<file path="src/rtl/fp_round_pkg.sv">
package fp_round_pkg;

  typedef enum logic [1:0] {
    RM_NEAREST = 2'b00,
    RM_ZERO    = 2'b01,
    RM_UP      = 2'b10,
    RM_DOWN    = 2'b11
  } rnd_mode_e;

  // Decide whether the magnitude gets one unit in the last place.
  function automatic logic rnd_bump(rnd_mode_e m, logic neg, logic lsb,
                                    logic guard, logic rest);
    logic dropped;
    dropped = guard | rest;
    unique case (m)
      RM_NEAREST: return guard & (rest | lsb);
      RM_ZERO:    return 1'b0;
      RM_UP:      return ~neg & dropped;
      RM_DOWN:    return neg & dropped;
      default:    return 1'b0;
    endcase
  endfunction

endpackage

</file>
<file path="src/rtl/fp_round_decide.sv">
module fp_round_decide
  import fp_round_pkg::*;
(
  input  logic [1:0] mode,
  input  logic       neg,
  input  logic       lsb,
  input  logic       guard,
  input  logic       round_bit,
  input  logic       sticky,
  output logic       bump,
  output logic       tie,
  output logic       dropped_nz
);
  logic rest;

  always_comb begin
    rest       = round_bit | sticky;
    dropped_nz = guard | rest;
    tie        = guard & ~rest;
    bump       = rnd_bump(rnd_mode_e'(mode), neg, lsb, guard, rest);
  end
endmodule

</file>
<file path="src/rtl/fp_round_incr.sv">
module fp_round_incr #(
  parameter int SIG_W = 24,
  parameter int EXP_W = 8
) (
  input  logic [SIG_W-1:0] sig,
  input  logic [EXP_W-1:0] expo,
  input  logic             bump,
  output logic [SIG_W-1:0] sig_r,
  output logic [EXP_W-1:0] exp_r,
  output logic             carry
);
  logic [SIG_W:0] sum;

  always_comb begin
    sum   = {1'b0, sig} + {{SIG_W{1'b0}}, bump};
    carry = sum[SIG_W];
    if (carry) begin
      sig_r = sum[SIG_W:1];
      exp_r = expo + {{(EXP_W-1){1'b0}}, 1'b1};
    end else begin
      sig_r = sum[SIG_W-1:0];
      exp_r = expo;
    end
  end
endmodule

</file>
<file path="src/rtl/fp_round_stage.sv">
module fp_round_stage #(
  parameter int SIG_W = 24,
  parameter int EXP_W = 8
) (
  input  logic               clk,
  input  logic               rst_n,
  input  logic [1:0]         mode_i,
  input  logic               sign_i,
  input  logic [EXP_W-1:0]   exp_i,
  input  logic [SIG_W+1:0]   sig_i,
  input  logic               sticky_i,
  output logic               sign_o,
  output logic [EXP_W-1:0]   exp_o,
  output logic [SIG_W-1:0]   sig_o,
  output logic               ovf_o
);
  localparam int FULL_W = SIG_W + 2;

  logic [SIG_W-1:0] sig_trunc;
  logic             round_inc;
  logic             tie_seen;
  logic             dropped_nz;
  logic             carry_out;
  logic [SIG_W-1:0] sig_next;
  logic [EXP_W-1:0] exp_next;
  logic             ovf_next;

  assign sig_trunc = sig_i[FULL_W-1:2];

  fp_round_decide u_decide (
    .mode       (mode_i),
    .neg        (sign_i),
    .lsb        (sig_i[2]),
    .guard      (sig_i[1]),
    .round_bit  (sig_i[0]),
    .sticky     (sticky_i),
    .bump       (round_inc),
    .tie        (tie_seen),
    .dropped_nz (dropped_nz)
  );

  fp_round_incr #(.SIG_W(SIG_W), .EXP_W(EXP_W)) u_incr (
    .sig   (sig_trunc),
    .expo  (exp_i),
    .bump  (round_inc),
    .sig_r (sig_next),
    .exp_r (exp_next),
    .carry (carry_out)
  );

  assign ovf_next = &exp_next;

  always_ff @(posedge clk or negedge rst_n) begin
    if (!rst_n) begin
      sign_o <= 1'b0;
      exp_o  <= '0;
      sig_o  <= '0;
      ovf_o  <= 1'b0;
    end else begin
      sign_o <= sign_i;
      exp_o  <= exp_next;
      sig_o  <= sig_next;
      ovf_o  <= ovf_next;
    end
  end
endmodule

</file>
<file path="config.mk">
export PLATFORM = sky130hd
export DESIGN_NAME = fp_round_stage
export DESIGN_NICKNAME = d
export VERILOG_FILES = /design/src/rtl/fp_round_pkg.sv /design/src/rtl/fp_round_decide.sv /design/src/rtl/fp_round_incr.sv /design/src/rtl/fp_round_stage.sv
export SDC_FILE = /design/constraint.sdc
export NUM_CORES = 1
export LEC_CHECK = 0
export ABC_AREA = 1
export BUFFER_PORTS_ARGS = -buffer_cell sky130_fd_sc_hd__buf_2
export CAP_MARGIN = 20
export CORE_ASPECT_RATIO = 0.75
export CORE_MARGIN = 4
export CORE_UTILIZATION = 40
export CTS_BUF_LIST = sky130_fd_sc_hd__clkbuf_4 sky130_fd_sc_hd__clkbuf_8
export DETAILED_ROUTE_END_ITERATION = 8
export PLACE_DENSITY = 0.7
export SLEW_MARGIN = 20
export SYNTH_ARGS = -nofsm -noshare
export SYNTH_HDL_FRONTEND = slang
export SYNTH_SLANG_ARGS = --single-unit
</file>
<file path="constraint.sdc">
create_clock -name clk -period 0.9 [get_ports clk]
set_input_delay 0.09 -clock clk [delete_from_list [all_inputs] [get_ports clk]]
set_output_delay 0.09 -clock clk [all_outputs]
set_load 0.05 [all_outputs]
</file>
==> results of run 1 <==
cells in the mapped netlist:
cell                       instances  share of area
sky130_fd_sc_hd__o41ai_1           1         0.0046
sky130_fd_sc_hd__nor2_8            1          0.010
sky130_fd_sc_hd__nand3_1          11          0.029
sky130_fd_sc_hd__nor2_2            2         0.0065
sky130_fd_sc_hd__nand3b_1          4          0.016
sky130_fd_sc_hd__nor3b_1           1         0.0039
sky130_fd_sc_hd__xnor2_1           8          0.037
sky130_fd_sc_hd__a21oi_1           2         0.0052
sky130_fd_sc_hd__o21ai_0           4          0.010
sky130_fd_sc_hd__or3_1             1         0.0033
sky130_fd_sc_hd__nand3b_2          2          0.012
sky130_fd_sc_hd__dfrtp_1          34           0.44
sky130_fd_sc_hd__xor2_1            9          0.041
sky130_fd_sc_hd__inv_1            19          0.037
sky130_fd_sc_hd__nor2_4            3          0.018
sky130_fd_sc_hd__o21ai_1           3         0.0078
sky130_fd_sc_hd__nand2_2          11          0.036
sky130_fd_sc_hd__clkinv_1          2         0.0039
sky130_fd_sc_hd__nand2_1          63           0.12
sky130_fd_sc_hd__inv_2             5         0.0098
sky130_fd_sc_hd__ha_1              3          0.020
sky130_fd_sc_hd__or2_0             1         0.0033
sky130_fd_sc_hd__buf_8             1         0.0078
sky130_fd_sc_hd__nor2_1           28          0.055
sky130_fd_sc_hd__nand3_2           2          0.010
sky130_fd_sc_hd__nor3_1            6          0.016
sky130_fd_sc_hd__nand2_4           2          0.012
sky130_fd_sc_hd__o311ai_0          1         0.0046
sky130_fd_sc_hd__nand4_1           4          0.013
power by group:
| part | internal, mW | switching, mW |
|---|---|---|
| clock network | 0.648 | 0.597 |
| logic | 0.513 | 0.704 |
| registers | 1.61 | 0.0441 |
per-stage QoR:
stage | area [um^2] | setup TNS [ps] | power [mW] | hold WS, ps
3_5_place_dp | 2870 | -32040 | 2.66 | 64.7
2_1_floorplan | 1980 | -21790 | 2.19 | -206
6_report | 3450 | -22440 | 4.12 | 84.8
3_3_place_gp | 2870 | -30370 | 2.65 | 60.2
5_1_grt | 3450 | -25400 | 4.29 | 88.0
4_1_cts | 3320 | -23390 | 4.05 | 88.9
sequential cells by signal, indices dropped and copies added (netlist names):
signal	cells
sig_o	24
ovf_o	1
sign_o	1
exp_o	8
logic make-up after synthesis:
kind of cell             Yosys count
flip-flops                        34
AND/OR/NAND/NOR                  142
buffers and inverters             27
adder cells (fa/ha/maj)            3
AO/OA/AOI/OAI                     11
XOR/XNOR                          17
final timing paths:
path,start,endpoint,cells after the start
setup / recovery,mode_i[0],sig_o[22],16
hold / removal,exp_i[2],exp_o[2],3
max in group asynchronous,rst_n,sig_o[9],3
min in group asynchronous,rst_n,sig_o[4],3
layout by cell type, fill, tap and decap left out, drive strengths merged:
| cell type | instances |
|---|---|
| or2 | 1 |
| clkinv | 3 |
| dfrtp | 34 |
| ha | 3 |
| or3 | 1 |
| nor3 | 6 |
| inv | 24 |
| o21ai | 7 |
| buf | 135 |
| clkbuf | 7 |
| a21oi | 2 |
| nand4 | 4 |
| xnor2 | 8 |
| o311ai | 1 |
| nor3b | 1 |
| dlygate4sd3 | 2 |
| xor2 | 9 |
| nand2 | 76 |
| nand3b | 6 |
| o41ai | 1 |
| nor2 | 34 |
| nand3 | 13 |
routing by layer:
metal	share of wire	global-route usage
met3	0.058	0.0409
met4	0.034	0.0728
met5	0	0
met1	0.43	0.272
met2	0.48	0.355
cell type report:
cell class                      count  share of cell area
Multi-Input combinational cell    173               0.337
Clock buffer                        7              0.0261
Clock inverter                      1             0.00145
Tap cell                           57              0.0207
Inverter                           26              0.0308
Sequential cell                    34               0.246
Timing Repair Buffer              137               0.337
what timing repair did:
action	4_1_cts	5_1_grt
pin swaps	20	20
endpoints found under the hold margin	35	0
hold buffers	2	0
gates cloned	0	0
setup buffers	4	3
gates resized for setup	95	28
endpoints found under the setup margin	67	67
==> impl_summary.md, run 1 <==
Outcome
The flow ran to the end, but the final reports show violations. The final reports fail on negative setup slack.

Finish
The number of inserted filler cells in the final layout is between 200 and 300. The count of non-filler cells in the finished layout is 435. The area occupied by registers is roughly 850 um^2. The relative area change from synthesis to final layout is 80.3%. At the end of the flow the core is filled with cells to 0.759. The fraction of final layout cells sized beyond drive strength 1 is 0.545. The multi-input gate area in the final layout is around 1200 um^2. The number of antenna diodes in the final layout is 0.

The net count reported at finish is 420.

Die
The floorplan step defined a die boundary enclosing 5970 um^2. The die is between 60 and 70 um tall. In this run the count of I/O pins placed on the die edge is 74. The floorplan has 21 rows. The width of the die is 87.9 um. For this configuration, the core starts out at a cell density of 0.421. The core region is 4550 um^2.

Power and ir drop
The maximum resistive drop on vdd is just over 1000 uV. In this run the static leakage power is 1.83 nW. The power density over the cells is 1190 nW/um^2.

Synth
The main combinational cell family by area after synthesis is simple AND/OR/NAND/NOR gates. The cell count after synthesis is 234. The synthesized netlist net count is 277. The adder-cell share of the synthesized area is 0.0196. The complex-gate fraction of the synthesized area is 0.0327. Of the total synthesized cell area, the portion taken by AND, OR, NAND and NOR gates is 0.367. The portion of the post-synthesis area used by sequential elements is 0.444. The number of synthesized register bits is 34. The number of warnings printed during yosys synthesis is 0. The mux contribution to synthesized area is 0. The area of the mapped netlist is 1910 um^2.

Of the total synthesized cell area, the portion taken by XOR and XNOR cells is 0.0778. Yosys mapped the design onto 29 distinct sky130hd cell types. The synthesized area per cell is 8.18 um^2.

GRT
The global-route wire length before repair is 9540 um. The global-route total usage across every layer is 0.211. The initial antenna violation count was 0. The via count of the first global-routing pass was roughly 2,100.

The global route total overflow is 0. The pin count of the biggest net entering global routing is 35.

Critical path
In this design, the stage delay of the slowest critical-path cell is 260 ps. The slowest stage of the critical path is the sky130_fd_sc_hd__ha_2 cell. The critical path buffer and inverter count is 3. The most prevalent standard cell on the critical path is sky130_fd_sc_hd__nand2_4. STA classifies the critical path startpoint as an input port. The signal on the critical path passes through buf_8 > xnor2_4 > o311ai_4 > o41ai_2 > ha_2 > ha_4 > nand2_4 > nor2_4 > nand2_4 > buf_4 > inv_4 > nand2_4 > nor2_4 > nand2_1 > xor2_1 > nand2_1. The endpoint class of the critical path is a flop.

The cell family contributing the most delay on the critical path is simple AND/OR/NAND/NOR gates. STA puts the critical path data arrival time at between 1500 and 2000 ps. Of all nets on the critical path, the largest fanout is 4. Data on the critical path is required at its endpoint by 1080 ps. The kind of critical path is in -> reg.

Min path
The tightest min-delay check is of the in -> reg type.

Timing
The worst slew slack as a fraction of its limit is 0.792. The final setup violation count is 67. Setup repair after global routing could not meet its margin everywhere. For the pin with the worst max-slew slack, the measured transition is 311 ps. Dividing the final minimum period by the clock period gives 1.95. The highest clock rate is 569 MHz. The final number of max-transition violations is 0. The hold violation count in the final report is 0. After layout, the worst setup slack is -858 ps.

Subtracting the final worst setup slack from the clock period gives between 1500 and 2000 ps.

Route
The average wire length per cell after detail routing is 15.1 um. Summed over all layers, the routed wires come to 6560 um. The via count is 2,149.

The number of search-and-repair iterations in the first detailed-routing pass is 4. The number of DRC markers in iteration 0 is 155. The ratio of routed vias to standard cells is around 4.9.

The total DRC errors in the routed layout is 0. The detail route stage leaves a number of antenna-violating nets equal to 0.

Clock tree
TritonCTS built the clock tree. The clock-pin slew reported for the worst setup and hold paths after clock tree synthesis is 70 ps. The clock sink count is 34. The H-tree was split into 2 levels. The clock root buffer is sky130_fd_sc_hd__clkbuf_8. The clock passes through at most 2 buffers. The clock buffer count from CTS is 5.

Place
The post-placement worst setup slack is -1150 ps. The half-perimeter wire length after detailed placement is 4360 um. The number of instances in the placed design is approximately 420. The count of buffers inserted at the top-level ports is 73. The final RePlAce weighted congestion is 0.903.

Flow run
Max-cap violations in this run came to 0.
(Power assumes the default switching activity.)
==> run 2, diff against run 1 <==
--- a/config.mk
+++ b/config.mk
@@ -10,10 +10,10 @@
 export CAP_MARGIN = 20
 export CORE_ASPECT_RATIO = 0.75
 export CORE_MARGIN = 4
-export CORE_UTILIZATION = 40
+export CORE_UTILIZATION = 45
 export CTS_BUF_LIST = sky130_fd_sc_hd__clkbuf_4 sky130_fd_sc_hd__clkbuf_8
 export DETAILED_ROUTE_END_ITERATION = 8
-export PLACE_DENSITY = 0.7
+export PLACE_DENSITY = 0.77
 export SLEW_MARGIN = 20
 export SYNTH_ARGS = -nofsm -noshare
 export SYNTH_HDL_FRONTEND = slang
==> impl_summary.md, run 2 (same netlist as run 1, synthesis figures left out) <==
Route
The sum of routed wire length over all layers is 10,600 um (+62%). The average wire length per cell after detail routing is 24.1 um (+60%). The number of DRC markers in iteration 0 is 358 (+130%). The total DRC errors in the routed layout came to 0 (unchanged). The number of search-and-repair iterations in the first detailed-routing pass came to 5 (+1). The via count is 2,669 (+24%). The number of nets with antenna violations after routing is 0 (unchanged). The ratio of routed vias to standard cells is 6.05 (+23%).

Clock tree
The clock-pin slew reported for the worst setup and hold paths after clock tree synthesis is 80 ps (about the same). The tree is rooted in a sky130_fd_sc_hd__clkbuf_8. The maximum clock path buffer count is 2 (unchanged). The clock sink count is 34 (unchanged). TritonCTS built the clock tree.

The H-tree level count is 2 (unchanged). The clock buffer count from CTS came to 5 (unchanged).

Die
The initial core utilization is 0.469 (+0.0482). The vertical extent of the die is 64.5 um (-5.0%). The area of the die was 5370 um^2 (-10%). The I/O pin count was 74 (unchanged). The row count is 20 (-4.8%). The core area is 4080 um^2 (-10%). The width of the die is 83.3 um (-5.2%).

Outcome
The flow ran to the end, but the final reports show violations. The checks that failed: negative setup slack.

Timing
The final period utilization is 2.15 (+0.192). The final setup violation count is 67 (unchanged). The hold violation count in the final report came to 0 (unchanged). The aggregate negative setup slack is -30,670 ps (-8230 ps).

The worst hold margin is 91.3 ps (+6.55 ps). The minimum setup slack in the final design is -1030 ps (-173 ps). The final number of max-transition violations came to 0 (unchanged).

The minimum clock period was 1930 ps (+173 ps). The transition time at the pin with the least slew margin is 495 ps (+184 ps). Setup repair after global routing could not meet its margin everywhere. The highest clock rate came to 518 MHz (-8.9%). The worst slew slack as a fraction of its limit is 0.669 (-0.123).

Critical path
The critical path arrival is 2170 ps (+240 ps). The required time at the endpoint of the critical path is 1140 ps (+60 ps). The highest fanout seen on the critical path is 7 (+3).

The worst setup path is captured at a flop. The critical path is of the in -> reg type. The startpoint type of the worst setup path is an input port.

Power and ir drop
The total internal power was 2.77 mW (about the same). The leakage power total is 1.92 nW (+4.8%). The net switching power is 1.54 mW (+14%). The net switching share of the total power came to 0.357 (+0.0304).

The share of power burned in combinational logic is 0.319 (+0.024). The power density over the cells was 1150 nW/um^2 (-3.7%). The clock network power share is 0.296 (-0.006). The maximum resistive drop on vdd is 1050 uV (+3.4%). The sequential cell fraction of total power is 0.385 (-0.017).

Flow run
The number of violations of the max-capacitance limit is 0 (unchanged).

Place
The number of instances in the placed design is 412 (-1.4%). The half-perimeter wire length after detailed placement came to 4270 um (-2.0%). The final RePlAce weighted congestion is 0.902 (about the same).

The count of buffers inserted at the top-level ports is 73 (unchanged).

Finish
The count of non-filler cells in the finished layout came to 441 (+1.4%). The net count reported at finish was 428 (+1.9%). In the final layout, the registers with the most flip-flops are sig_o: 24 flops, exp_o: 8 flops. The number of diodes added for antenna fixing is 0 (unchanged). The library cell used most frequently in the layout, excluding fill and tap cells, is sky130_fd_sc_hd__buf_4. Ranked by flip-flop count, first place goes to sig_o. The fraction of final layout cells sized beyond drive strength 1 is 0.624 (+0.0794). The flip-flop count of the largest register, all copies and words added came to 24 (unchanged).

The relative area change from synthesis to final layout is 96.0%. The final core utilization is 0.920 (+0.161). The number of inserted filler cells in the final layout is 128 (-56%).

Leaving out fill and tap cells, the most frequent cells in the layout are 53 x sky130_fd_sc_hd__buf_4, 47 x sky130_fd_sc_hd__buf_6, 35 x sky130_fd_sc_hd__nand2_1, 35 x sky130_fd_sc_hd__buf_2, 34 x sky130_fd_sc_hd__dfrtp_1.

GRT
The initial antenna violation count is 0 (unchanged). The global-route total usage across every layer is 0.262 (+0.0513). The global-route wire length before repair is 10,800 um (+14%). The global route total overflow was 0 (unchanged).

The via count of the first global-routing pass was 2,269 (+9.3%). The pin count of the biggest net entering global routing is 35 (unchanged).

Min path
The type of the tightest min-delay check is in -> reg.
[run 2: worst max-delay path, stage by stage]
cell and delay [ps]:
sky130_fd_sc_hd__buf_6 110, sky130_fd_sc_hd__xnor2_2 190, sky130_fd_sc_hd__o311ai_2 160, sky130_fd_sc_hd__o41ai_4 90, sky130_fd_sc_hd__ha_4 220, sky130_fd_sc_hd__ha_4 150, sky130_fd_sc_hd__nand2_4 50, sky130_fd_sc_hd__nor2_4 130
sky130_fd_sc_hd__nand2_4 90, sky130_fd_sc_hd__nor2_8 210, sky130_fd_sc_hd__clkbuf_16 190, sky130_fd_sc_hd__nand3b_1 110, sky130_fd_sc_hd__nand2_2 110, sky130_fd_sc_hd__nand2_2 70, sky130_fd_sc_hd__inv_2 50, sky130_fd_sc_hd__nand2_2 40
sky130_fd_sc_hd__nor2_2 90
[run 2: worst paths after layout]
path                       depth (start not counted)        to  startpoint  slack [ps]
min in group asynchronous                          3  exp_o[3]       rst_n         270
worst max-delay path                              17     ovf_o      sign_i       -1030
max in group asynchronous                          3  sig_o[3]       rst_n         430
worst min-delay path                               3  exp_o[4]    exp_i[4]          90
[run 2: metrics by stage]
| stage | total power, mW | instance area (um^2) | setup WS [ps] |
|---|---|---|---|
| after CTS | 4.01 | 3290 | -822 |
| final | 4.31 | 3750 | -1030 |
| after global routing | 4.40 | 3750 | -1120 |
| after detailed placement | 2.65 | 2830 | -1170 |
| after global placement | 2.63 | 2830 | -1090 |
| after floorplan | 2.19 | 1980 | -830 |
[run 2: what timing repair did]
action	CTS	global route
gates resized for setup	83	88
endpoints found under the setup margin	67	67
buffers inserted	8	11
endpoints found under the hold margin	35	0
hold buffers	2	0
cloned	1	1
pin swaps	8	43
[run 2: power by group through the flow]
stage	clock network, mW	registers, mW	logic, mW
after global routing	1.32	1.67	1.42
after floorplan	0	1.98	0.213
final	1.28	1.66	1.37
after detailed placement	0	1.66	0.991
after global placement	0	1.66	0.973
after CTS	1.21	1.66	1.14
[run 2: routing by layer]
layer  part of all wire  global-route usage  vias to the layer above
met3               0.11              0.0699                      103
li1                   -                   -                     1042
met2               0.46               0.450                      285
met5                  0                   0                        -
met1               0.35               0.308                     1239
met4              0.077               0.124                        0
[run 2: area by class of cell]
class | count | area [um^2] | area share
clock buffers | 6 | 82.6 | 0.0220
multi-input cells | 174 | 1360 | 0.362
inverters | 26 | 115 | 0.0307
repair buffers | 144 | 1260 | 0.336
clock inverters | 2 | 12.5 | 0.00333
well taps | 55 | 68.8 | 0.0183
flip-flops and latches | 34 | 851 | 0.227
==> run 3, diff against run 2 <==
--- a/config.mk
+++ b/config.mk
@@ -11,7 +11,7 @@
 export CORE_ASPECT_RATIO = 0.75
 export CORE_MARGIN = 4
 export CORE_UTILIZATION = 45
-export CTS_BUF_LIST = sky130_fd_sc_hd__clkbuf_4 sky130_fd_sc_hd__clkbuf_8
+export CTS_BUF_LIST = sky130_fd_sc_hd__clkbuf_2
 export DETAILED_ROUTE_END_ITERATION = 8
 export PLACE_DENSITY = 0.77
 export SLEW_MARGIN = 20
==> constraint.sdc (replaced) <==
create_clock -name clk -period 0.9 [get_ports clk]
set_input_delay 0.135 -clock clk [delete_from_list [all_inputs] [get_ports clk]]
set_output_delay 0.135 -clock clk [all_outputs]
set_load 0.05 [all_outputs]
==> impl_summary.md, run 3 (same netlist as run 1, synthesis figures left out) <==
Outcome
The run finished, with violations left. The checks that failed: negative setup slack.

Die
The area of the die is 5370 um^2 (unchanged). The core area was 4080 um^2 (unchanged). The vertical extent of the die was 64.5 um (unchanged). The width of the die is 83.3 um (unchanged). The I/O pin count was 74 (unchanged). The row count is 20 (unchanged). The initial core utilization is 0.469 (unchanged).

Clock tree
The clock buffer count from CTS is 5 (unchanged). The clock-pin slew reported for the worst setup and hold paths after clock tree synthesis is 200 ps (+120 ps). The tree is rooted in a sky130_fd_sc_hd__clkbuf_2.

The clock sink count was 34 (unchanged). TritonCTS built the clock tree. The H-tree level count is 2 (unchanged). The number of hold buffers added after CTS was 4 (+2). The maximum clock path buffer count is 2 (unchanged).

Timing
The minimum setup slack in the final design was -867 ps (+164 ps). The highest clock rate is 566 MHz (+9.3%). The worst slew slack as a fraction of its limit was 0.738 (+0.0689). The final number of max-transition violations is 0 (unchanged). The hold violation count in the final report is 0 (unchanged). The final setup violation count came to 67 (unchanged).

The minimum clock period is 1770 ps (-164 ps). The transition time at the pin with the least slew margin is 392 ps (-103 ps). The final period utilization is 1.96 (-0.182). The aggregate negative setup slack is -30,160 ps (+509 ps). Setup repair after global routing could not meet its margin everywhere.

GRT
The global route total overflow is 0 (unchanged). The pin count of the biggest net entering global routing came to 35 (unchanged). The global-route total usage across every layer is 0.248 (-0.0145).

The via count of the first global-routing pass is 2,146 (-5.4%). The initial antenna violation count is 0 (unchanged). The global-route wire length before repair is 10,300 um (-5.0%).

Finish
The net count reported at finish came to 420 (-1.9%). The fraction of final layout cells sized beyond drive strength 1 is 0.526 (-0.0979). Leaving out fill and tap cells, the most frequent cell in the layout is sky130_fd_sc_hd__buf_4. The largest registers in the layout are sig_o: 24 flops, exp_o: 8 flops. The number of diodes added for antenna fixing is 0 (unchanged). The multi-input gate area in the final layout was 1150 um^2 (-15%). The area occupied by registers came to 851 um^2 (unchanged). Counting flops per register, the top entry is sig_o. The final core utilization is 0.829 (-0.0911).

The number of inserted filler cells in the final layout is 212 (+66%). The flip-flop count of the largest register, all copies and words added was 24 (unchanged). The top cell types in the final layout, fill and taps aside, are 53 x sky130_fd_sc_hd__buf_4, 47 x sky130_fd_sc_hd__nand2_1, 37 x sky130_fd_sc_hd__buf_2, 37 x sky130_fd_sc_hd__buf_6, 34 x sky130_fd_sc_hd__dfrtp_1. The area growth from synthesis to layout is 76.6%.

Route
The ratio of routed vias to standard cells was 5.42 (-10%). The via count came to 2,349 (-12%). The number of DRC markers in iteration 0 is 183 (-49%). The number of search-and-repair iterations in the first detailed-routing pass is 5 (unchanged). The sum of routed wire length over all layers is 7890 um (-26%).

The number of nets with antenna violations after routing is 0 (unchanged). The average wire length per cell after detail routing came to 18.2 um (-24%). The total DRC errors in the routed layout is 0 (unchanged).

Place
The count of buffers inserted at the top-level ports is 73 (unchanged). The final RePlAce weighted congestion is 0.912 (+1.1%). The half-perimeter wire length after detailed placement was 4510 um (+5.7%).

The post-placement worst setup slack is -1220 ps (-55.1 ps).

Power and ir drop
The total design power is 3.65 mW (-15%). The net switching share of the total power is 0.372 (+0.0152). The clock network power share was 0.209 (-0.087). The leakage power total is 1.76 nW (-8.6%). The total internal power is 2.29 mW (-17%).

The net switching power is 1.36 mW (-12%). The power density over the cells is 1080 nW/um^2 (-6.1%). The maximum resistive drop on vdd came to 731 uV (-31%). The share of power burned in combinational logic is 0.336 (+0.017). The sequential cell fraction of total power was 0.455 (+0.070).

Critical path
The required time at the endpoint of the critical path is 1240 ps (+100 ps). The critical path arrival is 2110 ps (-60 ps). The highest fanout seen on the critical path is 7 (unchanged). The kind of critical path is in -> reg.

The worst setup path is captured at a flop. The startpoint type of the worst setup path is an input port.

Flow run
The number of violations of the max-capacitance limit is 0 (unchanged).

Min path
The type of the tightest min-delay check is in -> reg. The number of stages on the worst hold path is 3 (unchanged).
-- run 3: changes by cell type in the layout (fill, tap and decap cells not counted), moves of 4 or more --
cell / delta
sky130_fd_sc_hd__clkbuf_2: +5
sky130_fd_sc_hd__nor2_1: +8
sky130_fd_sc_hd__nand2_2: -7
sky130_fd_sc_hd__clkbuf_8: -6
sky130_fd_sc_hd__nand2_1: +12
sky130_fd_sc_hd__nor2_2: -6
sky130_fd_sc_hd__inv_2: -4
sky130_fd_sc_hd__buf_6: -10
-- run 3: worst paths after layout --
path / endpoint / slack [ps] / from
max in group asynchronous: sig_o[23] / 530 / rst_n
min: exp_o[4] / 4 / exp_i[4]
min in group asynchronous: exp_o[3] / 180 / rst_n
max: ovf_o / -870 / mode_i[0]
-- run 3: power by group through the flow --
stage                     Clock [mW]  Sequential (mW)  Combinational, mW
after floorplan                    0             1.98              0.213
after global placement             0             1.66              0.973
after detailed placement           0             1.66              0.996
after CTS                      0.741             1.65               1.14
after global routing           0.852             1.67               1.29
final                          0.761             1.66               1.23
-- run 3: timing repair --
item,in CTS,in global routing
pin swaps,5,6
endpoints found under the hold margin,37,1
setup endpoints to repair,67,67
gates resized for setup,82,25
cloned,0,1
setup buffers,4,4
-- run 3: through the flow --
step                      hold WS, ps  std cells  cell area [um^2]
final                            3.98        433              3380
after floorplan                  -161        234              1980
after global placement            103        412              2830
after detailed placement          108        412              2830
after global routing            -21.6        433              3380
after CTS                       -4.22        428              3220
-- run 3: layout make-up --
cell class | count | share of cell area
Inverter | 26 | 0.0311
Sequential cell | 34 | 0.252
Clock buffer | 5 | 0.00740
Multi-Input combinational cell | 173 | 0.342
Timing Repair Buffer | 137 | 0.343
Tap cell | 55 | 0.0204
Clock inverter | 3 | 0.00481
-- run 3: worst max-delay path, cell delays in order --
cell,delay (ps)
sky130_fd_sc_hd__buf_8,110
sky130_fd_sc_hd__xnor2_4,180
sky130_fd_sc_hd__o311ai_4,120
sky130_fd_sc_hd__o41ai_2,70
sky130_fd_sc_hd__ha_2,270
sky130_fd_sc_hd__ha_4,160
sky130_fd_sc_hd__nand2_4,60
sky130_fd_sc_hd__nor2_4,120
sky130_fd_sc_hd__nand2_4,90
sky130_fd_sc_hd__nor2_8,160
sky130_fd_sc_hd__buf_12,150
sky130_fd_sc_hd__nand2_2,50
sky130_fd_sc_hd__nand2_2,60
sky130_fd_sc_hd__nand2_2,70
sky130_fd_sc_hd__nand2_1,90
sky130_fd_sc_hd__clkinv_1,60
sky130_fd_sc_hd__nand2_1,90
sky130_fd_sc_hd__nor2_2,50
-- run 3: layer usage --
metal  global-route usage  vias up  routed length (um)
li1                     -     1021                   -
met1                0.294     1104                2810
met2                0.436      179                3960
met3               0.0546       45                 771
met4                0.106        0                 342
met5                    0        -                   0
